**src/rtl/brcond_pkg.sv**
```systemverilog
package brcond_pkg;

  localparam int unsigned FLAG_W   = 4;
  localparam int unsigned COND_W   = 4;
  localparam int unsigned NUM_COND = 1 << COND_W;
  localparam int unsigned NUM_PAIR = NUM_COND / 2;

  // Odd codes are the complement of the even code below them.
  typedef enum logic [COND_W-1:0] {
    CND_ALWAYS = 4'd0,  CND_NEVER = 4'd1,
    CND_HI     = 4'd2,  CND_LS    = 4'd3,
    CND_CC     = 4'd4,  CND_CS    = 4'd5,
    CND_NE     = 4'd6,  CND_EQ    = 4'd7,
    CND_VC     = 4'd8,  CND_VS    = 4'd9,
    CND_PL     = 4'd10, CND_MI    = 4'd11,
    CND_GE     = 4'd12, CND_LT    = 4'd13,
    CND_GT     = 4'd14, CND_LE    = 4'd15
  } cond_e;

  typedef struct packed {
    logic n;
    logic z;
    logic v;
    logic c;
  } ccr_t;

endpackage

```
**src/rtl/brcond_flag_reg.sv**
```systemverilog
module brcond_flag_reg
  import brcond_pkg::*;
(
  input  logic clk,
  input  logic rst_n,
  input  logic we,
  input  ccr_t d,
  output ccr_t q
);

  always_ff @(posedge clk or negedge rst_n) begin
    if (!rst_n) begin
      q <= '0;
    end else if (we) begin
      q <= d;
    end
  end

endmodule

```
**src/rtl/brcond_decide.sv**
```systemverilog
module brcond_decide
  import brcond_pkg::*;
(
  input  ccr_t              flags,
  input  logic [COND_W-1:0] sel,
  input  logic              valid,
  output logic              take
);

  logic [NUM_PAIR-1:0] base;
  logic [NUM_COND-1:0] hit;
  logic                n_eq_v;

  assign n_eq_v = ~(flags.n ^ flags.v);

  // Even-code predicates, one per pair.
  always_comb begin
    base[0] = 1'b1;                    // always
    base[1] = ~flags.c & ~flags.z;     // unsigned higher
    base[2] = ~flags.c;                // carry clear
    base[3] = ~flags.z;                // not equal
    base[4] = ~flags.v;                // overflow clear
    base[5] = ~flags.n;                // plus
    base[6] = n_eq_v;                  // signed >=
    base[7] = ~flags.z & n_eq_v;       // signed >
  end

  for (genvar k = 0; k < NUM_PAIR; k++) begin : g_pair
    assign hit[2*k]   = base[k];
    assign hit[2*k+1] = ~base[k];
  end

  assign take = valid & hit[sel];

endmodule

```
**src/rtl/brcond_pc_sel.sv**
```systemverilog
module brcond_pc_sel #(
  parameter int unsigned AW      = 16,
  parameter int unsigned PC_STEP = 1
) (
  input  logic [AW-1:0] pc_cur,
  input  logic [AW-1:0] target,
  input  logic          take,
  output logic [AW-1:0] pc_next
);

  localparam logic [AW-1:0] STEP = AW'(PC_STEP);

  logic [AW-1:0] pc_seq;

  assign pc_seq  = pc_cur + STEP;
  assign pc_next = take ? target : pc_seq;

endmodule

```
**src/rtl/brcond_unit.sv**
```systemverilog
module brcond_unit
  import brcond_pkg::*;
#(
  parameter int unsigned AW      = 16,
  parameter int unsigned PC_STEP = 1
) (
  input  logic              clk,
  input  logic              rst_n,
  input  logic              flag_we,
  input  logic [FLAG_W-1:0] flag_in,
  input  logic              br_valid,
  input  logic [COND_W-1:0] br_cond,
  input  logic [AW-1:0]     pc_cur,
  input  logic [AW-1:0]     br_target,
  output logic              take_br,
  output logic [AW-1:0]     pc_next,
  output logic [FLAG_W-1:0] ccr_q
);

  ccr_t flags_q;
  ccr_t flags_d;

  assign flags_d = ccr_t'(flag_in);

  brcond_flag_reg u_ccr (
    .clk   (clk),
    .rst_n (rst_n),
    .we    (flag_we),
    .d     (flags_d),
    .q     (flags_q)
  );

  brcond_decide u_decide (
    .flags (flags_q),
    .sel   (br_cond),
    .valid (br_valid),
    .take  (take_br)
  );

  brcond_pc_sel #(
    .AW      (AW),
    .PC_STEP (PC_STEP)
  ) u_pc (
    .pc_cur  (pc_cur),
    .target  (br_target),
    .take    (take_br),
    .pc_next (pc_next)
  );

  assign ccr_q = flags_q;

endmodule

```
**config.mk**
```make
export PLATFORM = sky130hd
export DESIGN_NAME = brcond_unit
export DESIGN_NICKNAME = d
export VERILOG_FILES = /design/src/rtl/brcond_pkg.sv /design/src/rtl/brcond_flag_reg.sv /design/src/rtl/brcond_decide.sv /design/src/rtl/brcond_pc_sel.sv /design/src/rtl/brcond_unit.sv
export SDC_FILE = /design/constraint.sdc
export NUM_CORES = 1
export LEC_CHECK = 0
export CAP_MARGIN = 20
export CORE_ASPECT_RATIO = 0.9
export CORE_UTILIZATION = 31
export CTS_CLUSTER_SIZE = 28
export DETAILED_ROUTE_END_ITERATION = 10
export GPL_ROUTABILITY_DRIVEN = 1
export PLACE_DENSITY = 0.77
export SLEW_MARGIN = 20
export SYNTH_ARGS = -nofsm -noshare
export SYNTH_HDL_FRONTEND = slang
export SYNTH_HIERARCHICAL = 1
export SYNTH_SLANG_ARGS = --single-unit
```
**constraint.sdc**
```tcl
create_clock -name clk -period 2.25 [get_ports clk]
set_clock_uncertainty 0.2 [all_clocks]
set_input_delay 0.225 -clock clk [delete_from_list [all_inputs] [get_ports clk]]
set_output_delay 0.225 -clock clk [all_outputs]
set_load 0.1 [all_outputs]
```
==> impl_metrics.yaml, run 1 <==
outcome:
  status: "aborted with a tool error"
  haltStage: "clock tree synthesis (4_1_cts)"
  error_line: "[ERROR DPL-0033] detailed placement checks failed during check placement."
yosys:
  seq_area_frac_synth: 0.1356
  synth_cell_types: 29
  yosysTopAreaCellShare: 0.1356
  synth.ff_latch_count: 4
  syn_nets: 144
  synth_warnings: 6
  postSynthAreaPerCell_um2: 7.457
  synth_top_area_cell: "dfrtp_1"
  synthCells: 99
  yosys-top-cells-area: "dfrtp_1 (14%), xnor2_1 (12%), mux2_2 (11%)"
  netlist_area_um2: 738.2
floorplanning:
  ios: 65
  fp.dieH_um: 48.30
  initial_core_util: 0.3322
  rows: 16
  die-width_um: 53.44
clocking:
  ctsHoldBuffers: 1
  max-clock-path-buffers: 2
  h-tree-depth: 1
  cts_buffers: 3
  cts_num_sinks: 4
  cts_resized: 38
  cts-root-buf: "clkbuf_4"
  post_cts_buffers: 1
place:
  dp_hpwl_um: 3061
  gp_congestion: 0.7249
  dpl_worst_slack_ps: -435.4
  io_buffers: 64
  dp.cells: 213
-- metrics by stage --
step | area, um2 | utilization | hold slack, ps
2_1_floorplan | 909.6 | - | -270.6
3_5_place_dp | 1956 | 0.8801 | 247.3
3_3_place_gp | 1956 | 0.8801 | 234.8
-- Yosys cell counts (all sizes together) --
cell	count
nand2	18
o21ai	13
xnor2	10
mux2	8
nand3	6
nor4	5
xor2	5
dfrtp	4
inv	4
nand4	4
nor2	4
clkbuf	3
nor3	3
a21oi	2
a22oi	1
a2bb2oi	1
a31oi	1
and3b	1
ha	1
mux2i	1
nand2b	1
nand3b	1
nor3b	1
o211ai	1
-- cell families after synthesis --
| logic type | count (synthesis) | share of synthesized area |
|---|---|---|
| fa+ha+maj | 1 | 0.01695 |
| buf+inv | 7 | 0.03559 |
| compound gates | 19 | 0.1424 |
| flops | 4 | 0.1356 |
| simple gates | 44 | 0.3508 |
| xor+xnor | 15 | 0.1780 |
| mux | 9 | 0.1407 |
==> run 2: changes to the inputs <==
Settings changed: CORE_AREA set to 2 2 63 65, CORE_ASPECT_RATIO 0.9 to unset, CORE_UTILIZATION 31 to unset, CTS_CLUSTER_SIZE 28 to unset, DIE_AREA set to 0 0 65 67, PLACE_DENSITY 0.77 to unset, PLACE_DENSITY_LB_ADDON set to 0.15.
==> impl_metrics.yaml, run 2 <==
place:
  dp_hpwl_um: 2499
  gp_congestion: 0.7158
  io_buffers: 64
  placed_cell_area_um2: 1962
  dpl_worst_slack_ps: -364.8
sta:
  worst_hold_slack_ps: 12.07
  fmax_ghz: 0.4094
  fin_ws_ps: -192.6
  hold_viol: 0
  timing.final.crit_share: 1.086
  slew_headroom: 0.7690
  setup_viol: 17
  min_period_ps: 2443
  rsz0062_at_grt: "true"
  tightest_slew_ps: 344.0
  maxSlewViolCount: 0
yosys:
  syn_nets: 144
  netlist_area_um2: 738.2
  seq_area_frac_synth: 0.1356
  synth_edf_count: 0
  synth.most_common_cell: "nand2_1"
  synth_warnings: 6
  yosys-top-cells-area: "dfrtp_1 (14%), xnor2_1 (12%), mux2_2 (11%)"
  yosys_most_used_dff: "dfrtp_1"
  yosysTopAreaCellShare: 0.1356
  synth.ff_latch_count: 4
  postSynthAreaPerCell_um2: 7.457
  synth_cell_types: 29
  synthTopCellsByCount: "nand2_1 (17), xnor2_1 (10), mux2_2 (7), o21ai_0 (7), o21ai_1 (6)"
  synth_top_area_cell: "dfrtp_1"
  async_flop_share: 1.000
  synthCells: 99
floorplanning:
  die-width_um: 65
  placeableCoreArea_um2: 3606
  rows: 22
  ios: 65
  die_area_um2: 4355
  initial_core_util: 0.2047
  fp.dieH_um: 67
clocking:
  cts-root-buf: "clkbuf_8"
  max-clock-path-buffers: 2
  h-tree-depth: 1
  cts_buffers: 3
  clk_latency_ps: 220
  cts_num_sinks: 4
  cts_tree: "yes"
  ctsHoldBuffers: 0
  clk_pin_slew_ps: 30
drt:
  wirelength_um: 3163
  wl_per_cell_um: 13.12
  via_count: 1077
  firstDrtPassIters: 4
  drc: 0
  drt_iter0_markers: 17
  drt-vias-per-instance: 4.469
  ant_nets: 0
setup_path:
  cp-end-kind: "primary output"
  crit_arrival_ps: 2020
  path_max_fanout: 6
  critPathLaunchType: "flop"
  worst-setup-path-type: "reg2out"
  critPathRequiredTime_ps: 1820
global_route:
  grt_pass1_wl_um: 4933
  antenna_found_initial: 0
  grt_max_degree: 9
  overflow: 0
  grtUsageTotal: 0.1414
  grt_pass1_vias: 1174
pwr:
  power.total_w: 0.001247
  p_leak_nw: 0.8676
  powerDensity_nw_per_um2: 570.1
  ir_drop_mv: 0.3928
layout:
  final_cell_area_um2: 2187
  largest_register: "u_ccr/q"
  final_cell_mix: "clkdlybuf4s50_1 (41), buf_4 (26), buf_12 (20), o21ai_4 (13), xnor2_1 (10)"
  syn2layout_area_growth_pct: 196.3
  fin_util: 0.6065
  num-nets-final: 239
  drive_gt1_frac: 0.5337
  final_common_cell: "clkdlybuf4s50_1"
  antenna_cells: 0
  largest_reg_flops: 4
  reg_top3: "u_ccr/q: 4 flops"
outcome:
  violations: "negative setup slack"
  status: "complete, but fails checks"
job:
  cap_violations: 0
worst_hold_path:
  hold_class: "in2async"
-- run 2: repair_timing --
action / in CTS / in global routing
pin swaps: 20 / 0
gates resized for setup: 19 / 12
setup endpoints to repair: 17 / 17
cloned: 1 / 0
buffers inserted: 3 / 0
-- run 2: cell families (layout without fill, tap and decap cells) --
family / Yosys count / in the layout / synth area share
AND/OR/NAND/NOR: 44 / 44 / 0.3508
buffers and inverters: 7 / 101 / 0.03559
multiplexers: 9 / 9 / 0.1407
flip-flops: 4 / 4 / 0.1356
XOR/XNOR: 15 / 15 / 0.1780
adder cells (fa/ha/maj): 1 / 1 / 0.01695
AO/OA/AOI/OAI: 19 / 19 / 0.1424
-- run 2: critical path, stage by stage (launching register included) --
cell	delay [ps]
dfrtp_4	470
mux2_4	290
a21oi_2	140
a2bb2oi_2	60
o211ai_1	120
buf_6	210
mux2_4	330
buf_12	170
-- run 2: where the power goes --
group          switching, W  leakage (nW)  internal [W]   total, W
Sequential       0.00000679        0.0449     0.0000821  0.0000889
Combinational      0.000589         0.800      0.000410   0.000999
Clock             0.0000381        0.0228      0.000121   0.000159
Total              0.000634         0.868      0.000613    0.00125
-- run 2: cell type report --
type                    count  area [um2]
fillers                   318        1419
repair buffers             93        1085
multi-input cells          88       874.6
flip-flops and latches      4       107.6
well taps                  48       60.06
clock buffers               4       45.04
inverters                   4       15.01
-- run 2: path summary, 6_finish.rpt --
| check | cells past startpoint | to | startpoint | slack, ps |
|---|---|---|---|---|
| min in group clk | 1 | u_ccr/q[0] | u_ccr/q[0] | 360 |
| max in group asynchronous | 1 | u_ccr/q[3] | rst_n | 1650 |
| max reg2reg | 2 | u_ccr/q[3] | u_ccr/q[3] | 1070 |
| max | 7 | pc_next[1] | u_ccr/q[3] | -190 |
| min reg2reg | 1 | u_ccr/q[0] | u_ccr/q[0] | 360 |
| min | 1 | u_ccr/q[1] | rst_n | 10 |
-- run 2: routing by layer --
layer / vias to the layer above / share of wire / track usage
li1: 545 / - / -
met1: 491 / 0.35 / 0.1411
met2: 37 / 0.58 / 0.2964
met3: 4 / 0.056 / 0.01689
met4: 0 / 0.011 / 0.04521
met5: - / 0 / 0
-- run 2: stage by stage --
step,setup TNS [ps],std cells
2_1_floorplan,-31650,99
3_5_place_dp,-5317,233
3_3_place_gp,-5104,233
6_report,-2716,241
4_1_cts,-3265,241
5_1_grt,-4125,241
(Power assumes the default switching activity.)
==> run 3: changes to the inputs <==
Settings changed: CELL_PAD_IN_SITES_DETAIL_PLACEMENT set to 1, CELL_PAD_IN_SITES_GLOBAL_PLACEMENT set to 1, CORE_AREA 2 2 63 65 to unset, CORE_UTILIZATION set to 20, DIE_AREA 0 0 65 67 to unset.
==> impl_metrics.yaml, run 3 (same netlist as run 2, synthesis figures left out) <==
setup_path:
  rr_worst_depth: 2
  cp_cell_sequence: "mux2_4 -> a21oi_4 -> a2bb2oi_2 -> o211ai_1 -> buf_4 -> mux2_4 -> buf_12"
  critPathLaunchType: "flop"
  cp-startpoint: "u_ccr/q[3]"
  cp_num_cells: 7
  r2r-start: "u_ccr/q[1]"
  cp_slowest_cell: "dfrtp_4"
  crit_path_frequent_cell: "mux2_4"
  crit_buf_inv: 2
  crit_arrival_ps: 2030
  critPathRequiredTime_ps: 1820
  setup.worst_path.end: "pc_next[1]"
  cpPeakStageDelay_ps: 470
  worst-setup-path-type: "reg2out"
  cp-end-kind: "primary output"
  r2r_end: "u_ccr/q[1]"
  ff2ff_setup_slack_ps: 1040
  path_delay_family: "multiplexers"
  path_max_fanout: 5
global_route:
  grt_max_degree: 9
  grt_pass1_vias: 1326
  overflow: 0
  grt_pass1_wl_um: 6216
  antenna_found_initial: 0
  grtUsageTotal: 0.2026
drt:
  firstDrtPassIters: 3
  drt_iter0_markers: 14
  wirelength_um: 3844
  ant_nets: 0
  drc: 0
  via_count: 1148
  drt-vias-per-instance: 4.763
  wl_per_cell_um: 15.95
sta:
  finalSetupTns_ps: -2922
  min_period_ps: 2455
  hold_viol: 0
  rsz0062_at_grt: "true"
  fmax_ghz: 0.4073
  fin_ws_ps: -204.9
  worst_hold_slack_ps: 21.92
  slew_headroom: 0.7950
  timing.final.crit_share: 1.091
  tightest_slew_ps: 305.4
  maxSlewViolCount: 0
  setup_viol: 17
pwr:
  p_seq_frac: 0.071
  p_int_w: 0.0006023
  p_comb_frac: 0.806
  clkPwrFrac: 0.123
  ir_drop_mv: 0.4406
  power.total_w: 0.001246
  swShare: 0.5165
  p_leak_nw: 0.8972
  powerDensity_nw_per_um2: 569.5
  p_switching_w: 0.0006434
floorplanning:
  rows: 21
  placeableCoreArea_um2: 3442
  ios: 65
  die_area_um2: 3938
  initial_core_util: 0.2145
  die-width_um: 62.76
  fp.dieH_um: 62.76
job:
  cap_violations: 0
layout:
  multiInputGateArea_um2: 870.8
  instances_no_fill: 241
  reg_top3: "u_ccr/q: 4 flops"
  antenna_cells: 0
  largest_register: "u_ccr/q"
  fillers: 355
  syn2layout_area_growth_pct: 196.3
  drive_gt1_frac: 0.5385
  largest_reg_flops: 4
  final_cell_area_um2: 2187
  final_cell_mix: "clkdlybuf4s50_1 (41), buf_4 (31), buf_12 (19), o21ai_4 (12), xnor2_1 (10)"
  num-nets-final: 242
  seq_area_um2: 107.6
  final_common_cell: "clkdlybuf4s50_1"
worst_hold_path:
  hold_class: "in2async"
clocking:
  ctsHoldBuffers: 0
  max-clock-path-buffers: 2
  cts_buffers: 3
  cts_tree: "yes"
  cts_num_sinks: 4
  clk_pin_slew_ps: 30
  h-tree-depth: 1
  cts-root-buf: "clkbuf_8"
  clk_latency_ps: 220
place:
  dp.cells: 235
  dp_hpwl_um: 2922
  io_buffers: 64
  placed_cell_area_um2: 1989
  gp_congestion: 0.7481
outcome:
  status: "complete, but fails checks"
  violations: "negative setup slack"
run 3: changes by cell type in the layout (fill, tap and decap cells not counted), sizes merged:
cell,before,now
clkbuf,4,3
buf,50,53
run 3: per-layer routing:
metal | share of wire | vias up | GRT usage
li1 | - | 546 | -
met1 | 0.35 | 563 | 0.1888
met2 | 0.62 | 37 | 0.4524
met3 | 0.026 | 2 | 0.01642
met4 | 0.0042 | 0 | 0.04360
met5 | 0 | - | 0
run 3: worst min path at each step:
stage	startpoint	end	slack (ps)	depth (start not counted)
after floorplan	rst_n	u_ccr/q[0]	-270	0
final	rst_n	u_ccr/q[2]	20	1
after global routing	rst_n	u_ccr/q[2]	30	1
after detailed placement	rst_n	u_ccr/q[0]	250	1
after global placement	rst_n	u_ccr/q[0]	230	1
after CTS	rst_n	u_ccr/q[2]	20	1
run 3: per-stage QoR:
| step | utilization | worst slack, ps |
|---|---|---|
| after global routing | 0.6354 | -294.5 |
| after detailed placement | 0.5780 | -386.9 |
| after floorplan | - | -1960 |
| after CTS | 0.6252 | -195.8 |
| after global placement | 0.5780 | -311.6 |
| final | 0.6354 | -204.9 |
run 3: final cells by class:
type / count / share of cell area
multi-input combinational: 88 / 0.3982
tap: 46 / 0.02632
inverter: 4 / 0.006865
clock buffer: 3 / 0.01888
sequential: 4 / 0.04920
timing repair buffer: 96 / 0.5006
run 3: power groups by stage:
stage	registers (W)	logic, W	clock network [W]
floorplan	0.000144	0.000496	0
global placement	0.0000893	0.000931	0
detailed placement	0.0000899	0.000946	0
CTS	0.0000891	0.000997	0.000156
global route	0.0000903	0.00103	0.000162
finish	0.0000890	0.00100	0.000153
run 3: timing repair:
item / CTS / global route
hold endpoints to repair: 0 / 0
pin swaps: 18 / 2
gates cloned: 1 / 0
buffers inserted: 1 / 1
setup endpoints to repair: 17 / 17
resized for setup: 26 / 5
